[src/rtl/throttle_pkg.sv]
package throttle_pkg;

  // Strobes from the control to the datapath, valid for one cycle.
  typedef struct packed {
    logic clrAll;     // soft reset: clear counter and mode
    logic goQuarter;  // enter quarter rate at this edge
    logic goFull;     // leave quarter rate at this edge
  } rateStrobes_t;

  typedef enum logic {
    MODE_FULL    = 1'b0,
    MODE_QUARTER = 1'b1
  } rateMode_e;

endpackage

[src/rtl/throttle_ctrl.sv]
module throttle_ctrl
  import throttle_pkg::*;
#(
  parameter int ADDR_W  = 8,
  parameter int DATA_W  = 16,
  parameter logic [ADDR_W-1:0] PS_ADDR = 8'h09,
  parameter int EN_BIT  = 4
) (
  input  logic              clk,
  input  logic              rstN,
  input  logic              softRst,
  input  logic              wrEn,
  input  logic [ADDR_W-1:0] wrAddr,
  input  logic [DATA_W-1:0] wrData,
  input  logic              coreBusy,
  input  logic              coreWaiting,
  input  logic              phaseWrap,
  input  logic              inQuarter,
  output rateStrobes_t      strobes
);

  logic enBitQ;
  logic psHit;
  logic idleWanted;
  logic unusedData;

  assign psHit      = wrEn && (wrAddr == PS_ADDR);
  assign unusedData = ^wrData;

  always_ff @(posedge clk or negedge rstN) begin
    if (!rstN)        enBitQ <= 1'b0;
    else if (softRst) enBitQ <= 1'b0;
    else if (psHit)   enBitQ <= wrData[EN_BIT];
  end

  // The enable acts only after it has been stored in the register.
  assign idleWanted = enBitQ && coreWaiting && !coreBusy;

  always_comb begin
    strobes           = '0;
    strobes.clrAll    = softRst;
    strobes.goQuarter = !softRst && !inQuarter && idleWanted && phaseWrap;
    strobes.goFull    = !softRst && inQuarter && !idleWanted;
  end

  p_write_loads_r1: assert property (@(posedge clk) disable iff (!rstN)
    (psHit && !softRst) |=> (enBitQ == $past(wrData[EN_BIT])));

  p_other_addr_keeps_r1: assert property (@(posedge clk) disable iff (!rstN)
    (!psHit && !softRst) |=> $stable(enBitQ));

  p_busy_full_rate_r3: assert property (@(posedge clk) disable iff (!rstN)
    coreBusy |=> !inQuarter);

  p_soft_clears_r4: assert property (@(posedge clk) disable iff (!rstN)
    softRst |=> (!enBitQ && !inQuarter));

  p_disabled_no_throttle_r5: assert property (@(posedge clk) disable iff (!rstN)
    !enBitQ |=> !inQuarter);

  p_waiting_drop_r7: assert property (@(posedge clk) disable iff (!rstN)
    !coreWaiting |=> !inQuarter);

endmodule

[src/rtl/throttle_datapath.sv]
module throttle_datapath
  import throttle_pkg::*;
#(
  parameter int RATE_LOG2 = 2
) (
  input  logic         clk,
  input  logic         rstN,
  input  rateStrobes_t strobes,
  output logic         phaseWrap,
  output logic         inQuarter,
  output logic         clkEn
);

  localparam int PH_W = RATE_LOG2;

  logic [PH_W-1:0] phaseQ;
  rateMode_e       modeQ;

  always_ff @(posedge clk or negedge rstN) begin
    if (!rstN)               phaseQ <= '0;
    else if (strobes.clrAll) phaseQ <= '0;
    else                     phaseQ <= phaseQ + 1'b1;
  end

  always_ff @(posedge clk or negedge rstN) begin
    if (!rstN)                  modeQ <= MODE_FULL;
    else if (strobes.clrAll)    modeQ <= MODE_FULL;
    else if (strobes.goFull)    modeQ <= MODE_FULL;
    else if (strobes.goQuarter) modeQ <= MODE_QUARTER;
  end

  assign phaseWrap = &phaseQ;
  assign inQuarter = (modeQ == MODE_QUARTER);
  assign clkEn     = (modeQ == MODE_FULL) || (phaseQ == '0);

  p_counter_steps_r6: assert property (@(posedge clk) disable iff (!rstN)
    !strobes.clrAll |=> (phaseQ == $past(phaseQ) + 1'b1));

  p_entry_aligned_r6: assert property (@(posedge clk) disable iff (!rstN)
    $rose(inQuarter) |-> clkEn);

  p_quarter_gap_r2: assert property (@(posedge clk) disable iff (!rstN)
    (inQuarter && $past(inQuarter) && $past(clkEn)) |-> !clkEn);

  p_strobes_exclusive_r8: assert property (@(posedge clk) disable iff (!rstN)
    $onehot0({strobes.goQuarter, strobes.goFull}));

endmodule

[src/rtl/idle_throttle_ctrl.sv]
module idle_throttle_ctrl
  import throttle_pkg::*;
#(
  parameter int ADDR_W    = 8,
  parameter int DATA_W    = 16,
  parameter logic [ADDR_W-1:0] PS_ADDR = 8'h09,
  parameter int EN_BIT    = 4,
  parameter int RATE_LOG2 = 2
) (
  input  logic              clk,
  input  logic              rstN,
  input  logic              softRst,
  input  logic              wrEn,
  input  logic [ADDR_W-1:0] wrAddr,
  input  logic [DATA_W-1:0] wrData,
  input  logic              coreBusy,
  input  logic              coreWaiting,
  output logic              clkEn,
  output logic              throttled
);

  rateStrobes_t strobes;
  logic         phaseWrap;
  logic         inQuarter;

  throttle_ctrl #(
    .ADDR_W (ADDR_W),
    .DATA_W (DATA_W),
    .PS_ADDR(PS_ADDR),
    .EN_BIT (EN_BIT)
  ) u_ctrl (
    .clk        (clk),
    .rstN       (rstN),
    .softRst    (softRst),
    .wrEn       (wrEn),
    .wrAddr     (wrAddr),
    .wrData     (wrData),
    .coreBusy   (coreBusy),
    .coreWaiting(coreWaiting),
    .phaseWrap  (phaseWrap),
    .inQuarter  (inQuarter),
    .strobes    (strobes)
  );

  throttle_datapath #(
    .RATE_LOG2(RATE_LOG2)
  ) u_dp (
    .clk      (clk),
    .rstN     (rstN),
    .strobes  (strobes),
    .phaseWrap(phaseWrap),
    .inQuarter(inQuarter),
    .clkEn    (clkEn)
  );

  assign throttled = inQuarter;

endmodule

[config.mk]
export PLATFORM = sky130hd
export DESIGN_NAME = idle_throttle_ctrl
export DESIGN_NICKNAME = d
export VERILOG_FILES = /design/src/rtl/throttle_pkg.sv /design/src/rtl/throttle_ctrl.sv /design/src/rtl/throttle_datapath.sv /design/src/rtl/idle_throttle_ctrl.sv
export SDC_FILE = /design/constraint.sdc
export NUM_CORES = 1
export LEC_CHECK = 0
export BUFFER_PORTS_ARGS = -buffer_cell sky130_fd_sc_hd__buf_2
export CORE_AREA = 2 2 39 41
export CTS_BUF_LIST = sky130_fd_sc_hd__clkbuf_4 sky130_fd_sc_hd__clkbuf_8
export DETAILED_ROUTE_END_ITERATION = 10
export DIE_AREA = 0 0 41 43
export PLACE_DENSITY = 0.54
export SLEW_MARGIN = 10
export SYNTH_ARGS = -nofsm -noshare
export SYNTH_HDL_FRONTEND = slang
export SYNTH_SLANG_ARGS = --single-unit
[constraint.sdc]
create_clock -name clk -period 1.4 [get_ports clk]
set_clock_uncertainty 0.15 [all_clocks]
set_input_delay 0.14 -clock clk [delete_from_list [all_inputs] [get_ports clk]]
set_output_delay 0.14 -clock clk [all_outputs]
set_load 0.005 [all_outputs]
; After elaboration in Yosys (flattened, before gate mapping)
; Cells that the tools add are included.
[totals]
in_bits = 30
register_bits = 4
output_inout_bits = 2
mem_count = 0
elab_cells = 29
mem_bits_rw = 0
latchBits = 0
mem_bits_ro = 0
[op_classes]
bitwise_logic = 1
n_reduce_logical = 17
shifts = 0
mux = 6
magnitude_cmp = 0
mul = 0
eq_ne = 1
n_div = 0
addsub = 1
[op_table]
columns = cell, count
row1 = $eq A8 B4 Y1 const B, 1
row2 = $logic_and A1 B1 Y1, 8
row3 = $mux W1, 5
row4 = $logic_not A1 Y1, 4
row5 = $reduce_bool A3 Y1, 1
row6 = $add A2 B1 Y2 const B, 1
row7 = $logic_not A2 Y1, 1
row8 = $mux W2, 1
row9 = $reduce_and A2 Y1, 1
row10 = $reduce_bool A2 Y1, 1
row11 = $logic_or A1 B1 Y1, 1
row12 = $not A1 Y1, 1

; Depth between registers and ports, before layout
[depth]
depth_word = 7
ltp_mapped = 3

; By module
; From an unflattened synthesis, not the netlist that was laid out.
[unflattened]
hier_cells = 23
area_unflattened_um2 = 249.0
[modules_own_cells]
columns = mod, instances, seq_area_each_um2, cells_per_inst, area_per_inst_um2
row1 = throttle_datapath, 1, 75.1, 12, 137.6
row2 = throttle_ctrl, 1, 25.0, 11, 111.4

; Least setup slack after synthesis
; Ideal clock, no wire load.
[synth_timing]
kind = reg2reg
startpoint = register u_dp.phaseQ[0]
endpoint = register u_dp.phaseQ[1]
t_required_ns = 1.132
stages_incl_launch_ff = 4
path_slack_ns = 0.367
t_arrival_ns = 0.765
period_less_slack_ns = 1.033
cell_sequence = dfrtp_1 > inv_1 > ha_1 > nor2b_1
[synth_between]
elab_chain_len = 2
[synth_rtl]
columns = element, line_no
row1 = "start, declared", throttle_datapath.sv:16  ; logic [PH_W-1:0] phaseQ;
row2 = "start signal, assigned", throttle_datapath.sv:22  ; else phaseQ <= phaseQ + 1'b1;
row3 = $add A2 B1 Y2, throttle_datapath.sv:22
row4 = $mux W2, throttle_datapath.sv:21  ; else if (strobes.clrAll) phaseQ <= '0;
; No other way between the ends.
; A chain may end at the register's enable or synchronous reset.

; Worst setup path in the final report
[layout_timing]
startpoint = register u_dp.phaseQ[0]
endpoint = output port clkEn
[layout_between]
elab_chain_len = 2
[layout_rtl]
columns = element, line_no
row1 = $logic_not A2 Y1, throttle_datapath.sv:34  ; assign clkEn = (modeQ == MODE_FULL) || (phaseQ == '0);
row2 = $logic_or A1 B1 Y1, throttle_datapath.sv:34
row3 = "end, declared", idle_throttle_ctrl.sv:18  ; output logic clkEn,
; No other way between the ends.

==> results_dict.tcl <==
set metrics [dict create \
    grt_pass1_wl_um 779 \
    cp.required_ns 1.11 \
    min_period_over_period 0.967 \
    whs_path_depth 3 \
    slew_headroom 0.865 \
    cp_slowest_cell "dfrtp_1" \
    r2r_start "u_dp.phaseQ[0]" \
    die_x_um 41 \
    crit_type "register to output pin" \
    dp_hpwl_um 404 \
    dr.pass1.iters 2 \
    cts_tree "yes" \
    timing_hold_violations_final 0 \
    ios 32 \
    finalSetupViolCount 0 \
    fmax_mhz 739 \
    worstMarginPinSlew_ns 0.200 \
    hp-start "wrData[4]" \
    grt_max_degree 6 \
    path_clk_slew_ns 0.03 \
    dieArea_sq_um 1760 \
    cp.buffers_inverters 2 \
    area_growth_pct 81.7 \
    start_util 0.153 \
    die_h_um 43 \
    synth_cells 20 \
    met3_wirelength_um 38 \
    combPwrFrac 0.160 \
    critical_path.max_fanout 3 \
    power_frac_clock 0.444 \
    synth.distinct_cells 12 \
    antenna_found_initial 0 \
    yosys.area.top_type "dfrtp_1" \
    path_cells "inv_1 > ha_2 > nand2b_1 > buf_2" \
    hold_ws_ns 0.0216 \
    track_usage 0.0736 \
    cts_buffers 3 \
    globalplace.congestion 0.651 \
    yosys.area_share.simple 0.325 \
    avgSynthCellArea_sq_um 10.6 \
    synth.yosys.seq_area_share 0.473 \
    drt_iter0_drc 3 \
    period_needed_ns 1.35 \
    internal_power_w 0.000251 \
    min_to "u_ctrl.enBitQ" \
    critPathLaunchType "register" \
    slowest_delay_ns 0.37 \
    drv_cap 0 \
    diodes 0 \
    dr_total_vias 233 \
    path_delay_family "flip-flops" \
    hold_class "primary input to register" \
    synth_mux_area_frac 0.0473 \
    overflow 0 \
    reg2reg_depth 3 \
    r2r_end "u_dp.phaseQ[1]" \
    clock_latency_ns 0.23 \
    rows 14 \
    power_per_cell_area_nw_per_um2 819 \
    synthTopCellsByArea "dfrtp_1 47%, ha_1 12%, nand2b_1 8.9%, and4bb_2 5.9%, mux2i_1 4.7%" \
    p_sw_frac 0.203 \
    drt-total-wl_um 514 \
    numClockSinks 4 \
    synth_top_family_by_area "simple AND/OR/NAND/NOR gates" \
    wl_per_cell_um 8.57 \
    final_antenna_net_count 0 \
    grt_pass1_vias 227 \
    yosysWarnings 0 \
    netlist_area_sq_um 211 \
    cts-root-buf "clkbuf_4" \
    slew_violations 0 \
    rsz0062_at_grt "false" \
    ff2ff_setup_slack_ns 0.29 \
    synth-adder-area-share 0.118 \
    leakagePower_nw 0.198 \
    synth-xor-area-share 0 \
    drt-met1-wl_um 202 \
    p_sw_w 0.0000639 \
    fin_nets 78 \
    io_buffers 16 \
    status "complete, no violations" \
    synth_seq_cells 4 \
    viasPerCell 3.88 \
    worst_setup_path_end_kind "output pin" \
    total_power_w 0.000314 \
    drc 0 \
    htreeDepth 1 \
    synth_compound_area_frac 0 \
    syn_nets 52 \
    fin_setup_tns_ns 0 \
    seqPwrFrac 0.396 \
    topRoutingLayerUsed "met4" \
    drive_gt1_frac 0.500 \
    synth.top_cell.area_share 0.473 \
    peakVddDrop_uv 413 \
    core_sq_um 1380 \
    cp.arrival_ns 1.06 \
    wl_met2_um 265 \
    clockBufferDepth 2 \
]
## routing by layer
layer  vias up  track usage
met5         -            0
met4         0       0.0600
met3         2       0.0628
met2         8        0.100
met1       106       0.0651
li1        117            -
## synth_stat cells
cell type,count
inv_1,2
nand2_1,1
nor4_1,1
ha_1,2
and4bb_2,1
dfrtp_1,4
nand2b_1,3
nand4b_1,1
nor2_1,2
mux2i_1,1
nor2b_1,1
nor3_1,1
## what timing repair did
| action | in CTS | in global routing |
|---|---|---|
| endpoints found under the setup margin | 0 | 1 |
| resized for setup | 0 | 1 |
| hold buffers | 4 | 0 |
| hold endpoints to repair | 7 | 0 |
| setup buffers | 0 | 1 |
## cell usage in the layout, fill, tap and decap left out, drive strengths merged
master       instances
dfrtp                4
ha                   2
nor2b                1
buf                 17
inv                  2
nor2                 2
clkbuf               3
and4bb               1
nor4                 1
nand4b               1
dlygate4sd3          4
mux2i                1
nand2                1
nand2b               3
nor3                 1
## sequential cells by signal, indices dropped and copies added, names as in the netlist
signal / count
u_dp.phaseQ: 2
u_ctrl.enBitQ: 1
u_dp.inQuarter: 1
## stage by stage
| step | cell area [sq um] | std cells | utilization | setup WS (ns) |
|---|---|---|---|---|
| after CTS | 374 | 59 | 0.270 | 0.0131 |
| after global placement | 312 | 52 | 0.225 | 0.288 |
| after detailed placement | 312 | 52 | 0.225 | 0.265 |
| after global routing | 384 | 60 | 0.278 | 0.00604 |
| after floorplan | 211 | 20 | - | 0.367 |
| final | 384 | 60 | 0.278 | 0.0466 |
## cells by family after synthesis
kind of cell | count (synthesis)
buffers and inverters | 2
muxes | 1
adders and majority gates | 2
DFF | 4
and+or+nand+nor | 11
## worst max path at each step
stage / from / to / slack (ns) / cells after the start
6_report: u_dp.phaseQ[0] / clkEn / 0.05 / 4
3_3_place_gp: u_dp.phaseQ[0] / clkEn / 0.29 / 4
5_1_grt: u_dp.phaseQ[0] / clkEn / 0.006 / 4
2_1_floorplan: u_dp.phaseQ[0] / u_dp.phaseQ[1] / 0.37 / 3
3_5_place_dp: u_dp.phaseQ[0] / clkEn / 0.26 / 4
4_1_cts: u_dp.phaseQ[0] / clkEn / 0.01 / 4
## worst reg2reg max path: stages, from the launching register on
cell,delay (ns)
dfrtp_1,0.39
inv_1,0.07
ha_2,0.26
nor2b_1,0.13
## power groups by stage
stage	Sequential (W)	Combinational [W]	Clock, W
CTS	0.000125	0.0000466	0.000149
finish	0.000125	0.0000502	0.000140
detailed placement	0.000126	0.0000376	0
global route	0.000125	0.0000554	0.000154
floorplan	0.000125	0.0000135	0
global placement	0.000126	0.0000364	0
## area by class of cell
type                    instances  area (sq um)
repair buffers                 21           128
well taps                      16          20.0
inverters                       2          7.51
flip-flops and latches          4           100
fillers                       145          1000
clock buffers                   3          22.5
multi-input cells              14           106
Note: power is estimated with default switching activity, not from simulation.
